[src/rtl/kloop_pkg.sv]
// Package: shared helpers for the dual-counter loop filter.
// Assumes: modulus values fit in 32 bits.
package kloop_pkg;

    // Number of counter channels in the filter (advance, retard)
    localparam int NUM_CH = 2;

    // Channel indices
    typedef enum logic {
        CH_ADV = 1'b0,
        CH_RET = 1'b1
    } kf_chan_e;

    // True when v is a power of two
    function automatic bit is_pow2(input int unsigned v);
        return (v != 0) && ((v & (v - 1)) == 0);
    endfunction

endpackage

[src/rtl/kf_counter.sv]
// Module: kf_counter
// What: one modulus-2^W up-counter with step and synchronous clear.
//       It exposes its current value, its next value and a top-of-range flag.
// Assumes: clear has priority over step; the counter wraps only by clear.
module kf_counter #(
    parameter int W = 4
) (
    input  logic         clk,
    input  logic         rst_n,
    input  logic         step,
    input  logic         clear,
    output logic [W-1:0] cnt,
    output logic [W-1:0] cnt_nxt,
    output logic         at_top
);

    localparam logic [W-1:0] TOP = {W{1'b1}};

    // Next-state selection: clear, step or hold
    always_comb begin
        if (clear)
            cnt_nxt = '0;
        else if (step)
            cnt_nxt = cnt + 1'b1;
        else
            cnt_nxt = cnt;
    end

    // State register with synchronous active-low reset
    always_ff @(posedge clk) begin
        if (!rst_n)
            cnt <= '0;
        else
            cnt <= cnt_nxt;
    end

    // Top-of-range decode for wrap detection
    assign at_top = (cnt == TOP);

    // A cycle with no step and no clear leaves the count alone
    AST_IDLE_HOLD: assert property (@(posedge clk) disable iff (!rst_n)
        (!step && !clear) |=> $stable(cnt));

    // A step without clear moves the count by exactly one
    AST_STEP_ONE: assert property (@(posedge clk) disable iff (!rst_n)
        (step && !clear) |=> (cnt == $past(cnt) + 1'b1));

endmodule

[src/rtl/kf_wrap_ctrl.sv]
// Module: kf_wrap_ctrl
// What: turns the enable and direction bit into per-channel step strobes.
//       It raises a shared clear when the selected channel is at its top.
// Assumes: channel 0 is advance (up_dn=1), channel 1 is retard (up_dn=0).
module kf_wrap_ctrl
    import kloop_pkg::*;
(
    input  logic              en,
    input  logic              up_dn,
    input  logic [NUM_CH-1:0] top,
    output logic [NUM_CH-1:0] step,
    output logic              clear
);

    logic [NUM_CH-1:0] sel;

    // One-hot channel selection from the direction bit
    always_comb begin
        sel          = '0;
        sel[CH_ADV]  = up_dn;
        sel[CH_RET]  = !up_dn;
    end

    // Wrap when the selected channel is stepped from its top value
    assign clear = en && ((sel & top) != '0);

    // Step strobes, suppressed on a wrap cycle
    assign step = (en && !clear) ? sel : '0;

endmodule

[src/rtl/kf_flag_reg.sv]
// Module: kf_flag_reg
// What: registers the MSB of a counter's next value as a steering flag.
//       The flag lines up with the counter register.
// Assumes: synchronous active-low reset, same clock as the counter.
module kf_flag_reg #(
    parameter int W = 4
) (
    input  logic         clk,
    input  logic         rst_n,
    input  logic [W-1:0] nxt,
    output logic         flag
);

    // Capture the half-range bit of the upcoming count
    always_ff @(posedge clk) begin
        if (!rst_n)
            flag <= 1'b0;
        else
            flag <= nxt[W-1];
    end

endmodule

[src/rtl/kloop_filter.sv]
// Module: kloop_filter (top)
// What: dual up-counter loop filter. up_dn picks the counter to advance on
//       each enabled K-clock cycle. carry and borrow are the counters' MSBs.
//       A wrap of either counter clears both.
// Assumes: KMOD is a power of two in [8, 65536].
module kloop_filter
    import kloop_pkg::*;
#(
    parameter int KMOD = 16
) (
    input  logic clk,
    input  logic rst_n,
    input  logic kclk_en,
    input  logic up_dn,
    output logic carry,
    output logic borrow
);

    localparam int W = $clog2(KMOD);
    localparam logic [W-1:0] TOP = {W{1'b1}};

    // Elaboration-time parameter guard
    generate
        if (!is_pow2(KMOD) || KMOD < 8 || KMOD > 65536) begin : g_bad_kmod
            $error("kloop_filter: KMOD must be a power of two in [8,65536]");
        end
    endgenerate

    logic [NUM_CH-1:0]         ch_step;
    logic [NUM_CH-1:0]         ch_top;
    logic                      wrap_clr;
    logic [NUM_CH-1:0][W-1:0]  ch_cnt;
    logic [NUM_CH-1:0][W-1:0]  ch_nxt;
    logic [NUM_CH-1:0]         ch_flag;

    kf_wrap_ctrl u_ctrl (
        .en    (kclk_en),
        .up_dn (up_dn),
        .top   (ch_top),
        .step  (ch_step),
        .clear (wrap_clr)
    );

    // One counter and one flag register per channel
    for (genvar c = 0; c < NUM_CH; c++) begin : g_ch
        kf_counter #(.W(W)) u_cnt (
            .clk     (clk),
            .rst_n   (rst_n),
            .step    (ch_step[c]),
            .clear   (wrap_clr),
            .cnt     (ch_cnt[c]),
            .cnt_nxt (ch_nxt[c]),
            .at_top  (ch_top[c])
        );

        kf_flag_reg #(.W(W)) u_flag (
            .clk   (clk),
            .rst_n (rst_n),
            .nxt   (ch_nxt[c]),
            .flag  (ch_flag[c])
        );
    end

    assign carry  = ch_flag[CH_ADV];
    assign borrow = ch_flag[CH_RET];

    // Enabled advance step leaves the retard counter alone
    AST_ADV_ONLY: assert property (@(posedge clk) disable iff (!rst_n)
        (kclk_en && up_dn && ch_cnt[CH_ADV] != TOP)
        |=> (ch_cnt[CH_ADV] == $past(ch_cnt[CH_ADV]) + 1'b1)
            && $stable(ch_cnt[CH_RET]));

    // Enabled retard step leaves the advance counter alone
    AST_RET_ONLY: assert property (@(posedge clk) disable iff (!rst_n)
        (kclk_en && !up_dn && ch_cnt[CH_RET] != TOP)
        |=> (ch_cnt[CH_RET] == $past(ch_cnt[CH_RET]) + 1'b1)
            && $stable(ch_cnt[CH_ADV]));

    // Disabled cycles freeze both counters
    AST_NO_EN_HOLD: assert property (@(posedge clk) disable iff (!rst_n)
        !kclk_en |=> ($stable(ch_cnt[CH_ADV]) && $stable(ch_cnt[CH_RET])));

    // Stepping a full counter clears both
    AST_WRAP_BOTH: assert property (@(posedge clk) disable iff (!rst_n)
        (kclk_en && ((up_dn && ch_cnt[CH_ADV] == TOP) || (!up_dn && ch_cnt[CH_RET] == TOP)))
        |=> (ch_cnt[CH_ADV] == '0 && ch_cnt[CH_RET] == '0 && !carry && !borrow));

    // carry tracks the advance counter's half-range bit
    AST_CARRY_MSB: assert property (@(posedge clk) disable iff (!rst_n)
        carry == ch_cnt[CH_ADV][W-1]);

    // borrow tracks the retard counter's half-range bit
    AST_BORROW_MSB: assert property (@(posedge clk) disable iff (!rst_n)
        borrow == ch_cnt[CH_RET][W-1]);

endmodule

[config.mk]
export PLATFORM = sky130hd
export DESIGN_NAME = kloop_filter
export DESIGN_NICKNAME = d
export VERILOG_FILES = /design/src/rtl/kloop_pkg.sv /design/src/rtl/kf_counter.sv /design/src/rtl/kf_wrap_ctrl.sv /design/src/rtl/kf_flag_reg.sv /design/src/rtl/kloop_filter.sv
export SDC_FILE = /design/constraint.sdc
export NUM_CORES = 1
export LEC_CHECK = 0
export BUFFER_PORTS_ARGS = -buffer_cell sky130_fd_sc_hd__buf_2
export CORE_AREA = 2 2 39 41
export CTS_BUF_LIST = sky130_fd_sc_hd__clkbuf_8
export CTS_CLUSTER_SIZE = 20
export DETAILED_ROUTE_END_ITERATION = 10
export DIE_AREA = 0 0 41 43
export PLACE_DENSITY_LB_ADDON = 0.08
export RECOVER_POWER = 100
export SYNTH_ARGS = -nofsm -noshare
export SYNTH_HDL_FRONTEND = slang
export SYNTH_SLANG_ARGS = --single-unit
[constraint.sdc]
create_clock -name clk -period 1.8 [get_ports clk]
set_input_delay 0 -clock clk [delete_from_list [all_inputs] [get_ports clk]]
set_output_delay 0 -clock clk [all_outputs]
set_load 0.03 [all_outputs]
* Word-level counts from Yosys, hierarchy flattened
Cells that the tools add are included.
Widths: inputs -> output; s select.
** Operators by class
- Bitwise operators :: 2
- Muxes and demuxes :: 1
- Reduce and logical (&&, ||, !) cells :: 6
- Add/subtract/negate cells :: 2
- Eq/ne operators :: 2
** Operator list (count)
- $add 4x1->4 const B :: 2
- $eq 4x4->1 const B :: 2
- $and 2x2->2 :: 1
- $logic_and 1x1->1 :: 2
- $logic_not 1->1 :: 2
- $mux 2 :: 1
- $reduce_bool 2->1 :: 1
- $reduce_or 2->1 :: 1
- $not 1->1 :: 1
** Word-level totals
- Output and inout port bits :: 2
- Word-level logic and storage cells :: 17
- Register bits :: 8
- Input port bits :: 4

* Logic depth before layout (Yosys ltp)
Gate-level depths: netlist (run 1).
- Depth after elaboration :: 7
- Depth in mapped cells :: 4
- Gate-level depth less buffers :: 4

* Cells and area by module
Synthesis (run 1) repeated with hierarchy kept, for this count alone.
** Unflattened totals
- Cell total of the unflattened synthesis :: 59
- Area, all modules :: 561.8 um2
** By module, submodules not included
- kf_counter :: seq. area each 80.1 um2, cells each 25, times used 2, area an instance 239.0 um2
- kf_flag_reg :: seq. area each 20.0 um2, cells each 2, times used 2, area an instance 26.3 um2
- kf_wrap_ctrl :: seq. area each 0.0 um2, cells each 5, times used 1, area an instance 31.3 um2

* Least setup slack after synthesis (run 1)
No wires, ideal clock.
- Path type :: flip-flop to flip-flop
- From :: reg g_ch[0].u_cnt.cnt[0]
- To :: reg g_ch[0].u_cnt.cnt[3]
- Slack :: 285 ps
- Required time :: 1721 ps
- Setup time :: 79 ps
- Clock period less this slack :: 1515 ps
- Stages on the path, launching flop included :: 5
- Arrival time :: 1435 ps
- Path buffers :: 0
- Path through :: dfxtp_1 > ha_1 > and3_4 > or4_4 > a211oi_2
** On the way
- Longest elaborated chain between the ends :: 7
- Elaborated cells between the ends (all ways) :: 9
- Those cells by class :: add/sub (1); eq/ne (1); mux (1); bitwise (1); reduce/logical (5)
** Ends and longest elaborated chain
- start, declared :: RTL line kf_counter.sv:12 : output logic [W-1:0] cnt,
- start signal, assigned :: RTL line kf_counter.sv:34 : cnt <= cnt_nxt;
- $eq 4x4->1 :: RTL line kf_counter.sv:38 : assign at_top = (cnt == TOP);
- $and 2x2->2 :: RTL line kf_wrap_ctrl.sv:25 : assign clear = en && ((sel & top) != '0);
- $reduce_bool 2->1 :: RTL line kf_wrap_ctrl.sv:25
- $logic_and 1x1->1 :: RTL line kf_wrap_ctrl.sv:25
- $logic_not 1->1 :: RTL line kf_wrap_ctrl.sv:28 : assign step = (en && !clear) ? sel : '0;
- $logic_and 1x1->1 :: RTL line kf_wrap_ctrl.sv:28
- $mux 2 :: RTL line kf_wrap_ctrl.sv:28
Parallel ways exist; a longest one is shown, timed or not.
A chain may end at the register's enable or synchronous reset.

* Worst setup path in the final report (run 1)
Ends and elaborated chain as after synthesis.

==> results of run 1 <==
-- kinds of logic (layout without fill, tap and decap cells) --
group / count (synthesis) / in the layout / share of synthesized area
buffers and inverters: 5 / 11 / 0.0448
flip-flops: 8 / 8 / 0.359
AO/OA/AOI/OAI: 16 / 16 / 0.255
AND/OR/NAND/NOR: 20 / 20 / 0.286
adder cells (fa/ha/maj): 2 / 2 / 0.0560
-- power groups by stage --
stage	Sequential (µW)	Combinational [µW]	Clock [µW]
after global placement	190	28.3	0
after detailed placement	190	29.5	0
final	187	29.4	215
after floorplan	189	21.5	0
after global routing	188	33.6	227
after CTS	187	29.5	218
-- stage by stage --
stage	instance area, µm²	setup slack [ns]	std cells	utilization
final	517	0.157	73	0.373
after global routing	517	0.0659	73	0.373
after CTS	524	0.198	73	0.379
after detailed placement	483	0.207	70	0.349
after global placement	483	0.261	70	0.349
after floorplan	447	0.285	51	-
-- cell usage in the layout (no fill, tap or decap), drive strengths merged --
cell type and count:
nand4b 2, ha 2, o31ai 1, a31oi 3, o21ai 3, clkbuf 5, a311oi 2, nand2 6
inv 3, or3 1, a21boi 2, nand2b 2, dfxtp 8, nand4 3, or4 1, or3b 1
nand3b 1, o22ai 2, buf 3, nand3 2, and3 1, a211oi 3
-- cell type report --
| cell class | count | area share |
|---|---|---|
| inverter | 3 | 0.0218 |
| clock buffer | 3 | 0.0799 |
| sequential | 8 | 0.310 |
| multi-input combinational | 38 | 0.506 |
| tap | 16 | 0.0387 |
| timing repair buffer | 5 | 0.0436 |
-- metal layers --
layer | track usage | wire length [µm] | up-vias | share of wire
met5 | 0 | 0 | - | 0
met4 | 0.0200 | 0 | 0 | 0
met3 | 0.0785 | 54 | 0 | 0.054
met2 | 0.241 | 552 | 11 | 0.55
met1 | 0.141 | 389 | 196 | 0.39
li1 | - | - | 212 | -
-- worst max-delay path, stage by stage (launching register included) --
cell and delay (ns):
dfxtp_1 0.33, ha_1 0.26, and3_1 0.25, or4_4 0.52, a211oi_2 0.21
-- final timing paths --
path / depth (start not counted) / endpoint / slack, ns
worst max register to register: 4 / g_ch[0].u_cnt.cnt[3] / 0.16
worst max-delay path: 4 / g_ch[0].u_cnt.cnt[3] / 0.16
worst min-delay path: 3 / g_ch[1].u_cnt.cnt[0] / 0.07
worst min register to register: 2 / g_ch[1].u_cnt.cnt[1] / 0.50
==> flow_summary.toml, run 1 <==
[clock_tree]
clock_sinks = 8
cts-resized-gates = 0
clockRootBuffer = "clkbuf_8"
ctsHoldBuffers = 0
post-cts-setup-buffer-count = 0
clock_latency_ns = 0.23
numCtsBuffers = 3
cts-htree-levels = 1
cts_tree = "built"
clk_pin_slew_ns = 0.04
clockBufferDepth = 2

[power]
clock_power_share = 0.498
p_total_uw = 432
switching_share = 0.214
ir_drop_mv = 0.499
internal-power_uw = 340
p_leak_uw = 0.000185
switchingPower_uw = 92.5
p_comb_frac = 0.068
seq_power_share = 0.433
p_per_area_nw_per_um2 = 836

[worst_setup_path]
cp_max_fo = 5
cp-startpoint = "g_ch[0].u_cnt.cnt[0]"
startpoint_type = "flop"
critical_path_required_ns = 1.95
cp-end-kind = "flop"
worstReg2RegStart = "g_ch[0].u_cnt.cnt[0]"
cp.arrival_ns = 1.79
crit_type = "flop to flop"

[timing]
finalCriticalPeriod_ns = 1.64
setup_violations = 0
fin_crit_sh = 0.913
slew_headroom = 0.715
finalSetupTns_ns = 0
rsz0062_at_grt = "no"
final_max_slew_viol_count = 0
fin_skew_ns = 0.000697
finalHoldViolations = 0
tightest_slew_ns = 0.424
fmax_mhz = 609
hold_ws_ns = 0.0746

[floorplanning]
die_height_um = 43
die_w_um = 41
dieArea_um2 = 1760
initial_core_util = 0.323
rows = 14
core_area_um2 = 1380
ios = 6

[final_layout]
largestRegisters = "g_ch.u_cnt.cnt: 8 flops"
regArea_um2 = 160
regMostFlops = "g_ch.u_cnt.cnt"
largest_reg_flops = 8
layout.nets = 65
multiInputGateArea_um2 = 262
n_antenna_cell = 0
nFillCells = 140
area_growth_pct = 15.7
drive_above_1_share = 0.158

[outcome]
status = "finished, final reports clean"

[global_routing]
grt_first_pass_wirelength_um = 1660
grt.overflow.total = 0
antenna_found_initial = 0
first_global_vias = 411
grt.total_usage = 0.139
grt_max_degree = 12

[synthesis]
syn-instance-count = 51
ys_ff_latch = 8
yosysWarnings = 0
synth_ff_type = "dfxtp_1"
seq_area_frac_synth = 0.359
yosysMostFrequentCell = "dfxtp_1"
synthTopCellsByArea = "dfxtp_1 (36%), ha_1 (5.6%), nand2_1 (5.0%), a31oi_1 (4.2%), nand4_1 (4.2%)"
syn_avg_cell_area_um2 = 8.76
syn-cell-area_um2 = 447
yosysTopAreaCell = "dfxtp_1"
synth_common_cells = "dfxtp_1 (8), nand2_1 (6)"
synth_top_area_share = 0.359
synth_cell_types = 23
syn_nets = 57
ys_async_sr_fraction = 0
synth_edf_count = 0

[detailed_routing]
drc = 0
wl_um = 997
drt-initial-drc-count = 9
antenna_left = 0
via_per_inst = 5.74
routedWlPerCell_um = 13.7
vias = 419
drt-pass1-iter-count = 4

[placement]
gp_congestion = 0.630
io_buffers = 5
dp_hpwl_um = 760

[worst_hold_path]
hold_class = "primary input to flop"
hold_start = "rst_n"

[run]
maxCapViolations = 0
Power figures use the tool's default switching activity.
==> inputs of run 2 (changes only) <==
CORE_AREA = default   (was 2 2 39 41)
CORE_MARGIN = 10   (was default)
CORE_UTILIZATION = 30   (was default)
DIE_AREA = default   (was 0 0 41 43)
clock period = 2.1 ns   (was 1.8 ns; I/O delays follow)
==> run 2 against run 1 <==
Via count down 1.4%. First-iteration DRC count up 33%. Die area up 95%. Core utilization up 0.47 points. Clock power down 15%. Count of clock-buffer cells in the layout unchanged. Global-route usage down 7.8 points. Final cell count down 1.4%. Critical path depth unchanged. Total power down 15%. Critical endpoint unchanged. Largest cell class unchanged.
==> flow_summary.toml, run 2 (synthesized netlist as in run 1, its figures left out) <==
[clock_tree]
ctsHoldBuffers = 0
post-cts-setup-buffer-count = 0
clock_sinks = 8
cts-htree-levels = 1
clockRootBuffer = "clkbuf_8"
clockBufferDepth = 2
numCtsBuffers = 3
cts_tree = "built"
cts-resized-gates = 0
clock_latency_ns = 0.23
clk_pin_slew_ns = 0.04

[final_layout]
largestRegisters = "g_ch.u_cnt.cnt: 8 flops"
final_cell_mix = "dfxtp_1 (8), nand2_1 (6)"
regMostFlops = "g_ch.u_cnt.cnt"
nFillCells = 141
n_antenna_cell = 0
area_growth_pct = 14.3
largest_reg_flops = 8
layout_commonest_cell = "dfxtp_1"
layout.nets = 65
drive_above_1_share = 0.140
final_area_um2 = 510

[global_routing]
antenna_found_initial = 0
first_global_vias = 381
grt_max_degree = 12
grt_first_pass_wirelength_um = 1690
grt.overflow.total = 0
grt.total_usage = 0.0611

[detailed_routing]
drc = 0
drt-pass1-iter-count = 4
vias = 413
via_per_inst = 5.74
antenna_left = 0
wl_um = 1030
routedWlPerCell_um = 14.3
drt-initial-drc-count = 12

[placement]
dp_hpwl_um = 766
io_buffers = 5
gp_congestion = 0.676
postPlaceCellArea_um2 = 482

[floorplanning]
dieArea_um2 = 3430
initial_core_util = 0.331
die_height_um = 58.6
core_area_um2 = 1350
ios = 6
die_w_um = 58.6
rows = 13

[timing]
tightest_slew_ns = 0.441
finalHoldViolations = 0
rsz0062_at_grt = "no"
finalSetupTns_ns = 0
fin_crit_sh = 0.809
fmax_mhz = 589
setup_violations = 0
finalCriticalPeriod_ns = 1.70
fin_skew_ns = 0.00155
final_max_slew_viol_count = 0
slew_headroom = 0.704

[worst_hold_path]
hold_class = "primary input to flop"
hold_depth = 3

[worst_setup_path]
critical_path_required_ns = 2.23
crit_type = "flop to flop"
cp_max_fo = 5
cp-end-kind = "flop"
r2r_cells = 4
cp.arrival_ns = 1.83
startpoint_type = "flop"

[power]
p_leak_uw = 0.000184
ir_drop_mv = 0.346
p_per_area_nw_per_um2 = 722

[run]
maxCapViolations = 0

[outcome]
status = "finished, final reports clean"
run 2: cell count changes in the layout (fill, tap and decap cells not counted):
| cell | before | now |
|---|---|---|
| a211oi_1 | 2 | 3 |
| a211oi_2 | 1 | 0 |
run 2: cell type report:
cell class,instances,area (µm²),area share
Timing Repair Buffer,5,22.5,0.0441
Inverter,3,11.3,0.0221
Clock buffer,3,41.3,0.0809
Sequential cell,8,160,0.314
Tap cell,15,18.8,0.0368
Multi-Input combinational cell,38,256,0.502
run 2: through the flow:
stage / total power (µW) / util / setup slack [ns] / std cells / hold slack (ns)
finish: 368 / 0.378 / 0.401 / 72 / 0.0865
global route: 389 / 0.378 / 0.361 / 72 / 0.0910
CTS: 376 / 0.387 / 0.485 / 72 / 0.0838
detailed placement: 188 / 0.357 / 0.491 / 69 / 0.322
global placement: 187 / 0.357 / 0.559 / 69 / 0.300
floorplan: 180 / - / 0.585 / 51 / 0.157
run 2: final timing paths:
| path | slack (ns) | start | endpoint |
|---|---|---|---|
| setup / recovery | 0.40 | g_ch[0].u_cnt.cnt[0] | g_ch[0].u_cnt.cnt[3] |
| hold / removal | 0.09 | rst_n | g_ch[1].u_cnt.cnt[1] |
| setup reg to reg | 0.40 | g_ch[0].u_cnt.cnt[0] | g_ch[0].u_cnt.cnt[3] |
| hold reg to reg | 0.49 | g_ch[1].u_cnt.cnt[1] | g_ch[1].u_cnt.cnt[1] |
run 2: critical path: stages, from the launching register on:
cell      delay (ns)
dfxtp_1         0.33
ha_1            0.26
and3_1          0.25
or4_4           0.52
a211oi_1        0.26
run 2: metal layers:
metal  routed length (µm)  vias up  global-route usage
li1                     -      213                   -
met1                  495      195              0.0759
met2                  480        5              0.0865
met3                   57        0              0.0408
met4                    0        0             0.00984
met5                    0        -                   0
run 2: where the power goes:
group	switching [µW]	leakage [µW]	internal (µW)	total (µW)
registers	3.59	0.0000649	157	160
logic	15.3	0.0000972	10.2	25.5
clock network	58.5	0.0000216	124	182
